**config.mk**
```make
export PLATFORM = sky130hd
export DESIGN_NAME = sec_trace_mon
export DESIGN_NICKNAME = d
export VERILOG_FILES = /design/src/rtl/trc_pkg.sv /design/src/rtl/trc_assembler.sv /design/src/rtl/trc_alarm.sv /design/src/rtl/trc_irq.sv /design/src/rtl/sec_trace_mon.sv
export SDC_FILE = /design/constraint.sdc
export NUM_CORES = 1
export LEC_CHECK = 0
export ABC_CLOCK_PERIOD_IN_PS = 4800
export BUFFER_PORTS_ARGS = -buffer_cell sky130_fd_sc_hd__buf_2
export CAP_MARGIN = 20
export CORE_UTILIZATION = 50
export CTS_CLUSTER_SIZE = 25
export DETAILED_ROUTE_END_ITERATION = 8
export PLACE_DENSITY = 0.64
export SYNTH_ARGS = -nofsm -noshare
export SYNTH_HDL_FRONTEND = slang
export SYNTH_SLANG_ARGS = --single-unit
```
**constraint.sdc**
```tcl
create_clock -name clk -period 4.8 [get_ports clk]
set_input_delay 0.48 -clock clk [delete_from_list [all_inputs] [get_ports clk]]
set_output_delay 0.48 -clock clk [all_outputs]
set_load 0.01 [all_outputs]
```
**src/rtl/trc_pkg.sv**
```systemverilog
package trc_pkg;
  typedef enum logic [2:0] {
    MODE_OFF, MODE_ONE, MODE_CRC, MODE_FREE, MODE_FRAMED
  } mode_e;

  localparam logic [7:0] CHR_CR = 8'h0D;
  localparam logic [7:0] CHR_LF = 8'h0A;

  function automatic mode_e decode_fmt(input logic [2:0] f);
    mode_e m;
    casez (f)
      3'b111:  m = MODE_FRAMED;
      3'b110:  m = MODE_FREE;
      3'b10?:  m = MODE_CRC;
      3'b01?:  m = MODE_OFF;
      default: m = MODE_ONE;
    endcase
    return m;
  endfunction

  // CRC-7, x^7 + x^3 + 1, MSB first
  function automatic logic [6:0] crc7_byte(input logic [6:0] c_in, input logic [7:0] d);
    logic [6:0] c;
    logic fb;
    c = c_in;
    for (int i = 7; i >= 0; i--) begin
      fb = c[6] ^ d[i];
      c = {c[5:0], 1'b0};
      if (fb) c = c ^ 7'h09;
    end
    return c;
  endfunction
endpackage

```
**src/rtl/trc_assembler.sv**
```systemverilog
module trc_assembler
  import trc_pkg::*;
#(
  parameter int LONG_LEN  = 64,
  parameter int SHORT_LEN = 16,
  parameter int IDX_W     = $clog2(LONG_LEN)
) (
  input  logic             clk,
  input  logic             rst_n,
  input  mode_e            mode,
  input  logic             restart,
  input  logic             in_valid,
  input  logic [7:0]       in_data,
  input  logic             exp_we,
  input  logic [IDX_W-1:0] exp_addr,
  input  logic [7:0]       exp_wdata,
  output logic             done_o,
  output logic             same_o,
  output logic             mism_o,
  output logic             crcbad_o
);
  logic [7:0] last_mem [LONG_LEN];
  logic [7:0] exp_mem  [LONG_LEN];

  logic [IDX_W-1:0] idx, pos, len_m1;
  logic       synced, align, take, first, fin;
  logic [7:0] prev1, prev2, db;
  logic       diff_r, mm_r, diff_n, mm_n;
  logic [6:0] crc_r, rxc_r, crc_n, rxc_n;

  always_comb begin
    unique case (mode)
      MODE_ONE:    begin align = 1'b1;      len_m1 = '0; end
      MODE_CRC:    begin align = in_data[7]; len_m1 = IDX_W'(SHORT_LEN - 1); end
      MODE_FRAMED: begin align = (prev2 == CHR_CR) && (prev1 == CHR_LF);
                         len_m1 = IDX_W'(LONG_LEN - 1); end
      default:     begin align = 1'b0;      len_m1 = IDX_W'(LONG_LEN - 1); end
    endcase
    take   = in_valid && (mode != MODE_OFF) && !restart
             && (align || synced || mode == MODE_FREE);
    pos    = align ? '0 : idx;
    first  = (pos == '0);
    fin    = (pos == len_m1);
    diff_n = (first ? 1'b0 : diff_r) | (in_data != last_mem[pos]);
    mm_n   = (first ? 1'b0 : mm_r)   | (in_data != exp_mem[pos]);
    db     = (mode == MODE_CRC && first) ? {in_data[7], 7'b0} : in_data;
    crc_n  = crc7_byte(first ? 7'd0 : crc_r, db);
    rxc_n  = first ? in_data[6:0] : rxc_r;
  end

  always_ff @(posedge clk) begin
    if (!rst_n) begin
      idx <= '0; synced <= 1'b0; prev1 <= '0; prev2 <= '0;
      diff_r <= 1'b0; mm_r <= 1'b0; crc_r <= '0; rxc_r <= '0;
      done_o <= 1'b0; same_o <= 1'b0; mism_o <= 1'b0; crcbad_o <= 1'b0;
    end else begin
      if (in_valid) begin
        prev2 <= prev1;
        prev1 <= in_data;
      end
      done_o <= take && fin;
      if (restart || mode == MODE_OFF) begin
        idx <= '0;
        synced <= 1'b0;
      end else if (take) begin
        idx    <= fin ? '0 : pos + 1'b1;
        synced <= 1'b1;
        diff_r <= diff_n;
        mm_r   <= mm_n;
        crc_r  <= crc_n;
        rxc_r  <= rxc_n;
        same_o   <= !diff_n;
        mism_o   <= mm_n;
        crcbad_o <= (crc_n != rxc_n);
      end
    end
  end

  always_ff @(posedge clk) begin
    if (take) last_mem[pos] <= in_data;
    if (exp_we) exp_mem[exp_addr] <= exp_wdata;
  end

  // a completed message needs a byte taken the cycle before
  assert_done_after_byte_R3: assert property (@(posedge clk) disable iff (!rst_n)
    done_o |-> $past(in_valid));
endmodule

```
**src/rtl/trc_alarm.sv**
```systemverilog
module trc_alarm #(
  parameter int STAB_LO = 3,
  parameter int STAB_HI = 5,
  parameter int CNT_W   = $clog2(STAB_HI + 1)
) (
  input  logic clk,
  input  logic rst_n,
  input  logic active,
  input  logic restart,
  input  logic is_crc,
  input  logic done,
  input  logic same,
  input  logic mism,
  input  logic crcbad,
  input  logic stab_long,
  input  logic force_unst,
  input  logic crc_mask,
  output logic unstable_o,
  output logic mismatch_o,
  output logic crcerr_o
);
  logic [CNT_W-1:0] cnt, cnt_n, need;
  logic crc_r, mm_r;

  always_comb begin
    need = stab_long ? CNT_W'(STAB_HI) : CNT_W'(STAB_LO);
    if (cnt == '0 || !same)          cnt_n = CNT_W'(1);
    else if (cnt == CNT_W'(STAB_HI)) cnt_n = cnt;
    else                             cnt_n = cnt + 1'b1;
  end

  always_ff @(posedge clk) begin
    if (!rst_n || restart || !active) begin
      cnt <= '0; crc_r <= 1'b0; mm_r <= 1'b0;
    end else if (done) begin
      cnt   <= cnt_n;
      crc_r <= is_crc && crcbad;
      if (cnt_n >= need) mm_r <= mism;
    end
  end

  always_comb begin
    unstable_o = active && (cnt < need);
    crcerr_o   = active && crc_r;
    if (!active)                          mismatch_o = 1'b0;
    else if (force_unst && unstable_o)    mismatch_o = 1'b1;
    else if (crc_mask && crcerr_o)        mismatch_o = 1'b0;
    else                                  mismatch_o = mm_r;
  end

  // a differing message leaves the trace unstable in the next cycle
  assert_diff_unstable_R5: assert property (@(posedge clk) disable iff (!rst_n)
    (done && !same && active && !restart) |=> (unstable_o || !active));

  // the unstable alarm clears only when a message completes
  assert_clear_on_msg_R3: assert property (@(posedge clk) disable iff (!rst_n)
    ($fell(unstable_o) && active && $past(active) && $stable(stab_long)) |-> $past(done));
endmodule

```
**src/rtl/trc_irq.sv**
```systemverilog
module trc_irq #(
  parameter int N_ALM = 3
) (
  input  logic             clk,
  input  logic             rst_n,
  input  logic [N_ALM-1:0] alarms,
  input  logic             rd,
  input  logic [N_ALM-1:0] en,
  output logic [N_ALM-1:0] stat,
  output logic             irq
);
  logic [N_ALM-1:0] alarm_q, ev;

  assign ev  = alarms ^ alarm_q;
  assign irq = |(stat & en);

  always_ff @(posedge clk) begin
    if (!rst_n) begin
      alarm_q <= '0;
      stat    <= '0;
    end else begin
      alarm_q <= alarms;
      stat    <= ev | (stat & {N_ALM{~rd}});
    end
  end

  // a change seen in a read cycle is not lost
  assert_event_wins_R13: assert property (@(posedge clk) disable iff (!rst_n)
    (|ev) |=> ((stat & $past(ev)) == $past(ev)));

  // a read with no change clears every bit
  assert_read_clears_R12: assert property (@(posedge clk) disable iff (!rst_n)
    rd |=> ((stat & ~$past(ev)) == '0));
endmodule

```
**src/rtl/sec_trace_mon.sv**
```systemverilog
module sec_trace_mon
  import trc_pkg::*;
#(
  parameter int LONG_LEN  = 64,
  parameter int SHORT_LEN = 16,
  parameter int IDX_W     = $clog2(LONG_LEN)
) (
  input  logic             clk,
  input  logic             rst_n,
  input  logic             in_valid,
  output logic             in_ready,
  input  logic [7:0]       in_data,
  input  logic [2:0]       fmt_sel,
  input  logic             stab_long,
  input  logic             force_unstable,
  input  logic             mask_on_crc,
  input  logic             exp_we,
  input  logic [IDX_W-1:0] exp_addr,
  input  logic [7:0]       exp_wdata,
  input  logic [2:0]       irq_en,
  input  logic             stat_rd,
  output logic             alarm_unstable,
  output logic             alarm_mismatch,
  output logic             alarm_crc,
  output logic [2:0]       irq_stat,
  output logic             irq
);
  logic [2:0] fmt_q;
  mode_e      mode;
  logic       restart, active;
  logic       done, same, mism, crcbad;

  assign in_ready = 1'b1;
  assign mode     = decode_fmt(fmt_sel);
  assign active   = (mode != MODE_OFF);
  assign restart  = (fmt_sel != fmt_q);

  always_ff @(posedge clk) begin
    if (!rst_n) fmt_q <= 3'b010;
    else        fmt_q <= fmt_sel;
  end

  trc_assembler #(.LONG_LEN(LONG_LEN), .SHORT_LEN(SHORT_LEN), .IDX_W(IDX_W)) asm_i (
    .clk(clk), .rst_n(rst_n), .mode(mode), .restart(restart),
    .in_valid(in_valid), .in_data(in_data),
    .exp_we(exp_we), .exp_addr(exp_addr), .exp_wdata(exp_wdata),
    .done_o(done), .same_o(same), .mism_o(mism), .crcbad_o(crcbad)
  );

  trc_alarm alm_i (
    .clk(clk), .rst_n(rst_n), .active(active), .restart(restart),
    .is_crc(mode == MODE_CRC), .done(done), .same(same), .mism(mism),
    .crcbad(crcbad), .stab_long(stab_long), .force_unst(force_unstable),
    .crc_mask(mask_on_crc), .unstable_o(alarm_unstable),
    .mismatch_o(alarm_mismatch), .crcerr_o(alarm_crc)
  );

  trc_irq #(.N_ALM(3)) irq_i (
    .clk(clk), .rst_n(rst_n),
    .alarms({alarm_crc, alarm_mismatch, alarm_unstable}),
    .rd(stat_rd), .en(irq_en), .stat(irq_stat), .irq(irq)
  );

  // an ignored trace raises no alarm
  assert_off_quiet_R2: assert property (@(posedge clk) disable iff (!rst_n)
    (fmt_sel[2:1] == 2'b01) |-> !(alarm_unstable || alarm_mismatch || alarm_crc));
endmodule

```
==> results_dict.tcl, run 1 <==
set metrics [dict create \
    grt_max_degree 76 \
    worst_slew_pin_slew_ps 1172 \
    grt_overflow_total 0 \
    antenna_found_initial 4 \
    htree_levels 3 \
    drt_iter0_markers 3410 \
    status "finished clean" \
    maxCapViolCount 0 \
    dp_hpwl_um 91650 \
    die-area_um2 88810 \
    syn_to_final_growth_pct 13.89 \
    fmax_mhz 232.4 \
    async_reset_ff_frac 0 \
    cts_buffer_depth 3 \
    holdWs_ps 62.48 \
    finClkSkew_ps 48.78 \
    setup_viol 0 \
    max_slew_margin 0.2158 \
    pre_cts_ws_ps 294.1 \
    crit_fanout 29 \
    grt_setup_unrepaired "no" \
    num_rows 108 \
    ir_drop_mv 0.3966 \
    cts_made_buffers 108 \
    hp-class "in -> reg" \
    period_minus_slack_ps 4302 \
    first_pass_iters 8 \
    synth_cell_type_count 88 \
    place_congestion 0.9522 \
    p_total_mw 19.07 \
    via_per_inst 6.619 \
    cts_tree "done" \
    grt_pass1_wl_um 203600 \
    io_buffer_count 42 \
    fin_cells 4264 \
    hold_violations 0 \
    vias 28224 \
    num_io_pins 44 \
    ys_warn_count 0 \
    worstSetupStartpointType "flip-flop" \
    p_leak_nw 15.63 \
    routed_wl_um 143600 \
    postLayoutCellArea_um2 49900 \
    grt_use_total 0.3223 \
    nets 3065 \
    drive_above_1_share 0.1787 \
    syn_area_um2 43810 \
    endpoint_kind "flip-flop" \
    power_density_nw_per_um2 382.2 \
    fin_ws_ps 497.6 \
    synth_edf_count 1024 \
    path_class "reg -> reg" \
    final_core_util 0.5752 \
    fin_tns_setup_ps 0 \
    die_h_um 298.0 \
    synthCells 2843 \
    clk_latency_ps 730 \
    period_share 0.8963 \
    ys_seq_area_frac 0.7275 \
    cts-resized-gates 0 \
    drv_slew 0 \
    wire_per_inst_um 33.68 \
    grt_pass1_vias 27825 \
    synth_ff_type "edfxtp_1" \
    drc 0 \
    syn_area_per_cell_um2 15.41 \
    required_ps 5390 \
    postPlaceCellArea_um2 46440 \
    antenna_left 0 \
    start_util 0.5050 \
    cts_hold_buf 0 \
    core_um2 86750 \
    dp_cells 4062 \
    die_width_um 298.0 \
    critPathArrivalTime_ps 4900 \
    synth_nets 2889 \
    cts_post_setup_buffers_inserted 0 \
    clkTransAtPathRegs_ps 60 \
    cts_sinks 1080 \
    ys_ff_latch 1080 \
    clockRootBuffer "clkbuf_16" \
]
-- final timing paths --
check	from	to	slack, ps	cells after the start
worst max-delay path	asm_i.idx[0]	asm_i.diff_r	500	11
worst min-delay path	fmt_sel[0]	fmt_q[0]	60	2
worst max register to register	asm_i.idx[0]	asm_i.diff_r	500	11
worst min register to register	asm_i.rxc_r[3]	asm_i.rxc_r[3]	460	2
-- per-layer routing --
metal | wire [um] | up-vias | GRT usage
met5 | 0 | - | 0
met4 | 7649 | 0 | 0.1643
met3 | 14520 | 344 | 0.06322
met2 | 67010 | 1840 | 0.5061
met1 | 54430 | 14336 | 0.4294
li1 | - | 11704 | -
-- power breakdown --
| group | total, mW | internal (mW) | leakage, nW | switching [mW] |
|---|---|---|---|---|
| Combinational | 0.486 | 0.116 | 4.32 | 0.370 |
| Sequential | 10.4 | 10.3 | 9.66 | 0.0182 |
| Clock | 8.22 | 4.56 | 1.64 | 3.66 |
-- area by class of cell --
type	instances	area (um^2)
clock buffer	128	2809
sequential	1080	31880
fill	6782	36860
clock inverter	69	610.6
multi-input combinational	1551	11050
inverter	14	52.55
tap	1155	1445
timing repair buffer	264	2039
antenna	3	7.507
-- critical path: stages, from the launching register on --
cell      delay [ps]
dfxtp_4          700
or3_1            570
o21ai_0          270
a21oi_4          440
buf_4            310
o22ai_1          100
o21ai_0          410
o221ai_1         280
o31ai_1          290
nand2_1           70
or4b_1           550
o211a_1          150
-- cell usage in the layout (no fill, tap or decap), types with 32 or more instances in the layout --
master and n:
a211oi_1 49, nor2_1 247, clkinv_1 32, nand2_1 120, a21oi_1 79, clkbuf_16 109
o21ai_0 93, o22ai_1 134, dfxtp_1 52, nor2b_1 39, buf_4 209, edfxtp_1 1024
buf_2 42, o221ai_1 90, mux2_2 64, mux2i_1 140, nor3_1 33, mux4_2 37
-- Yosys cell counts, types with 11 or more instances --
cell type  number  share of area
nand2_1       120          0.010
nor2b_1        40         0.0057
o211ai_1       18         0.0031
nor4_1         12         0.0017
nor2_1        247          0.021
nand2b_1       12         0.0017
nor3_1         34         0.0039
nand3b_1       19         0.0033
or3_1          11         0.0016
dfxtp_1        56          0.026
buf_4          13         0.0022
inv_1          13         0.0011
mux2_2         64          0.016
o221ai_1       90          0.018
mux2i_1       140          0.032
nand3_1        31         0.0035
nand4_1        17         0.0024
edfxtp_1     1024           0.70
a221oi_1       16         0.0032
o22ai_1       134          0.019
xor2_1         15         0.0030
buf_1          11        0.00094
a21boi_0       11         0.0019
a21oi_1        80         0.0091
o21ai_0        93          0.011
o32ai_1        11         0.0022
xnor2_1        25         0.0050
buf_2          83         0.0095
a211o_1        14         0.0028
o211a_1        11         0.0025
a2bb2oi_1      15         0.0030
a211oi_1       49         0.0084
a22oi_1        14         0.0024
clkbuf_1       89         0.0076
mux4_2         37          0.019
-- cell families (layout without fill, tap and decap cells) --
logic type,after synthesis,after routing,share of synthesized area
adder cells (fa/ha/maj),10,10,0.002856
flip-flops,1080,1080,0.7275
buffers and inverters,212,475,0.02199
other,1,4,0.00008560
AO/OA/AOI/OAI,674,674,0.1095
multiplexers,241,241,0.06746
AND/OR/NAND/NOR,584,584,0.06212
XOR/XNOR,41,41,0.008511
-- state kept, by name, indices dropped and copies added, names as in the netlist, 3 cells and up --
register	count
asm_i.crc_r	7
irq_i.stat	3
fmt_q	3
alm_i.cnt	3
asm_i.rxc_r	7
irq_i.alarm_q	3
asm_i.last_mem	512
asm_i.exp_mem	512
asm_i.prev1	8
asm_i.prev2	8
asm_i.idx	6
(Power assumes the default switching activity.)
==> run 2, diff against run 1 <==
--- a/config.mk
+++ b/config.mk
@@ -8,10 +8,10 @@
 export ABC_CLOCK_PERIOD_IN_PS = 4800
 export BUFFER_PORTS_ARGS = -buffer_cell sky130_fd_sc_hd__buf_2
 export CAP_MARGIN = 20
-export CORE_UTILIZATION = 50
+export CORE_UTILIZATION = 35
 export CTS_CLUSTER_SIZE = 25
 export DETAILED_ROUTE_END_ITERATION = 8
-export PLACE_DENSITY = 0.64
+export PLACE_DENSITY = 0.48
 export SYNTH_ARGS = -nofsm -noshare
 export SYNTH_HDL_FRONTEND = slang
 export SYNTH_SLANG_ARGS = --single-unit
==> constraint.sdc (replaced) <==
create_clock -name clk -period 4.8 [get_ports clk]
set_input_delay 0.48 -clock clk [delete_from_list [all_inputs] [get_ports clk]]
set_output_delay 0.48 -clock clk [all_outputs]
set_load 0.1 [all_outputs]
==> run 2 against run 1 <==
Effect of this change: the run now ends with design-rule violations left; critical path type unchanged; wire length is 10% higher; worst hold slack worse by 14 ps; clock-buffer cell count grew 17; sequential cell count is the same; core utilization down 17 points; final area is 1.4% higher; first-iteration DRC count decreased by 2.8%; sequential power hardly changed; critical path depth unchanged; highest routed layer is now met5; fmax is 0.41% lower; sequential share of layout area fell by 0.87 points.
==> results_dict.tcl, run 2 (same netlist as run 1, synthesis figures left out) <==
set metrics [dict create \
    grt_use_total 0.2491 \
    p_seq_frac 0.538 \
    num_rows 129 \
    p_leak_nw 15.69 \
    critPathArrivalTime_ps 4920 \
    violations "design-rule violations" \
    fmax_mhz 231.5 \
    clk_latency_ps 700 \
    io_buffer_count 42 \
    worst-path-stages 11 \
    drt_iter0_markers 3315 \
    drt-met1-wl_um 65480 \
    startpoint "asm_i.idx[1]" \
    place_congestion 0.9333 \
    clockRootBuffer "clkbuf_16" \
    p_switching_mw 4.078 \
    cts_tree "done" \
    cts_sinks 1080 \
    final_core_util 0.4081 \
    maxCapViolCount 0 \
    cts-resized-gates 0 \
    ir_drop_mv 0.3101 \
    mostFrequentLayoutCells "edfxtp_1 (1024), nor2_1 (247), buf_4 (211)" \
    status "finished with violations" \
    num_io_pins 44 \
    drv_slew 0 \
    antenna_left 0 \
    route.met3.wl_um 12160 \
    via_per_inst 5.890 \
    die-area_um2 126600 \
    first_pass_iters 8 \
    period_minus_slack_ps 4320 \
    syn_to_final_growth_pct 15.46 \
    endpoint "asm_i.diff_r" \
    path_class "reg -> reg" \
    power.share.clock 0.434 \
    start_util 0.3534 \
    cts_post_setup_buffers_inserted 0 \
    period_share 0.9000 \
    antenna_found_initial 6 \
    grt_max_degree 65 \
    hold_violations 0 \
    routed_wl_um 158600 \
    fin_tns_setup_ps 0 \
    dp_hpwl_um 103500 \
    grt_overflow_total 0 \
    combPwrFrac 0.028 \
    vias 27973 \
    grt_pass1_vias 27988 \
    r2r_cells 11 \
    crit_buf_inv 1 \
    crit_fanout 38 \
    drc 4 \
    path_cells "or3_1 -> o21ai_0 -> a21oi_4 -> buf_4 -> o22ai_1 -> o211ai_1 -> nor4b_1 -> xnor2_1 -> nand3_1 -> or4b_1 -> o211a_1" \
    hp-class "in -> reg" \
    dp_cells 4552 \
    core_um2 124000 \
    grt_setup_unrepaired "no" \
    htree_levels 3 \
    crit_path_top_delay_cell "dfxtp_4" \
    die_h_um 355.8 \
    worst_slew_pin_slew_ps 1172 \
    layout_commonest_cell "edfxtp_1" \
    dr_wl_met2_um 74520 \
    cp_slowest_stage_delay_ps 930 \
    holdWs_ps 48.94 \
    p_int_mw 15.20 \
    reg2reg_to "asm_i.diff_r" \
    max_slew_margin 0.2160 \
    setup_viol 0 \
    cts_made_buffers 111 \
    worstSetupStartpointType "flip-flop" \
    r2r_slack_ps 480 \
    reg.largest.list "asm_i.exp_mem x512, asm_i.last_mem x512" \
    cts_buffer_depth 3 \
    cts_hold_buf 0 \
    clkTransAtPathRegs_ps 60 \
    swShare 0.2115 \
    grt_pass1_wl_um 221500 \
    finClkSkew_ps 24.68 \
    wire_per_inst_um 33.40 \
    drive_above_1_share 0.1791 \
    power_density_nw_per_um2 381.1 \
    endpoint_kind "flip-flop" \
    n_fill_cell 11369 \
    route.top_layer_used "met5" \
    die_width_um 355.8 \
    path_delay_family "simple AND/OR/NAND/NOR gates" \
    nets 3076 \
    fin_cells 4749 \
    required_ps 5400 \
    timing.rr.start "asm_i.idx[1]" \
]
==> run 2: cell count changes in the layout (fill, tap and decap cells not counted), moves of 2 or more <==
cell / previous run / this run
buf_4: 209 / 211
buf_6: 0 / 7
clkbuf_1: 18 / 30
clkbuf_16: 109 / 113
clkinv_1: 32 / 24
clkinv_16: 3 / 0
clkinv_2: 15 / 10
clkinvlp_4: 7 / 2
==> run 2: worst register-to-register path, stage by stage (launching register included) <==
cell and delay (ps):
dfxtp_4 930, or3_1 460, o21ai_0 230, a21oi_4 620, buf_4 300, o22ai_1 100, o211ai_1 250, nor4b_1 350
xnor2_1 170, nand3_1 100, or4b_1 560, o211a_1 150
==> run 2: power by group through the flow <==
stage / Clock, mW / Combinational [mW] / Sequential (mW)
2_1_floorplan: 0 / 0.203 / 10.6
6_report: 8.37 / 0.538 / 10.4
3_5_place_dp: 0 / 0.536 / 10.6
5_1_grt: 8.79 / 0.565 / 10.4
4_1_cts: 8.47 / 0.538 / 10.4
3_3_place_gp: 0 / 0.527 / 10.6
==> run 2: layer usage <==
layer | global-route usage | vias to the layer above
met5 | 0 | -
met4 | 0.09279 | 4
met3 | 0.04988 | 298
met2 | 0.4033 | 1385
met1 | 0.3305 | 14569
li1 | - | 11717
==> run 2: cell type report <==
cell class	instances	area (um^2)	area share
tap	1637	2048	0.04049
clock buffer	145	2968	0.05867
antenna	2	5.005	0.00009894
multi-input combinational	1551	11070	0.2188
timing repair buffer	272	2113	0.04178
inverter	14	52.55	0.001039
sequential	1080	31880	0.6303
clock inverter	48	445.4	0.008806
==> run 2: stage by stage <==
stage	setup WS [ps]	instance area, um^2	power [mW]
floorplan	895.0	43810	10.78
global placement	355.4	47090	11.09
detailed placement	295.6	47140	11.10
CTS	532.6	50560	19.38
global route	394.7	50580	19.72
finish	480.0	50580	19.28
==> run 2: worst min path at each step <==
stage,from,to,slack (ps),cells after the start
2_1_floorplan,asm_i.rxc_r[0],asm_i.rxc_r[0],440,2
3_3_place_gp,asm_i.rxc_r[6],asm_i.rxc_r[6],450,2
3_5_place_dp,asm_i.rxc_r[3],asm_i.rxc_r[3],460,2
4_1_cts,fmt_sel[0],fmt_q[0],2,2
5_1_grt,fmt_sel[0],fmt_q[0],20,2
6_report,fmt_sel[0],fmt_q[0],50,2
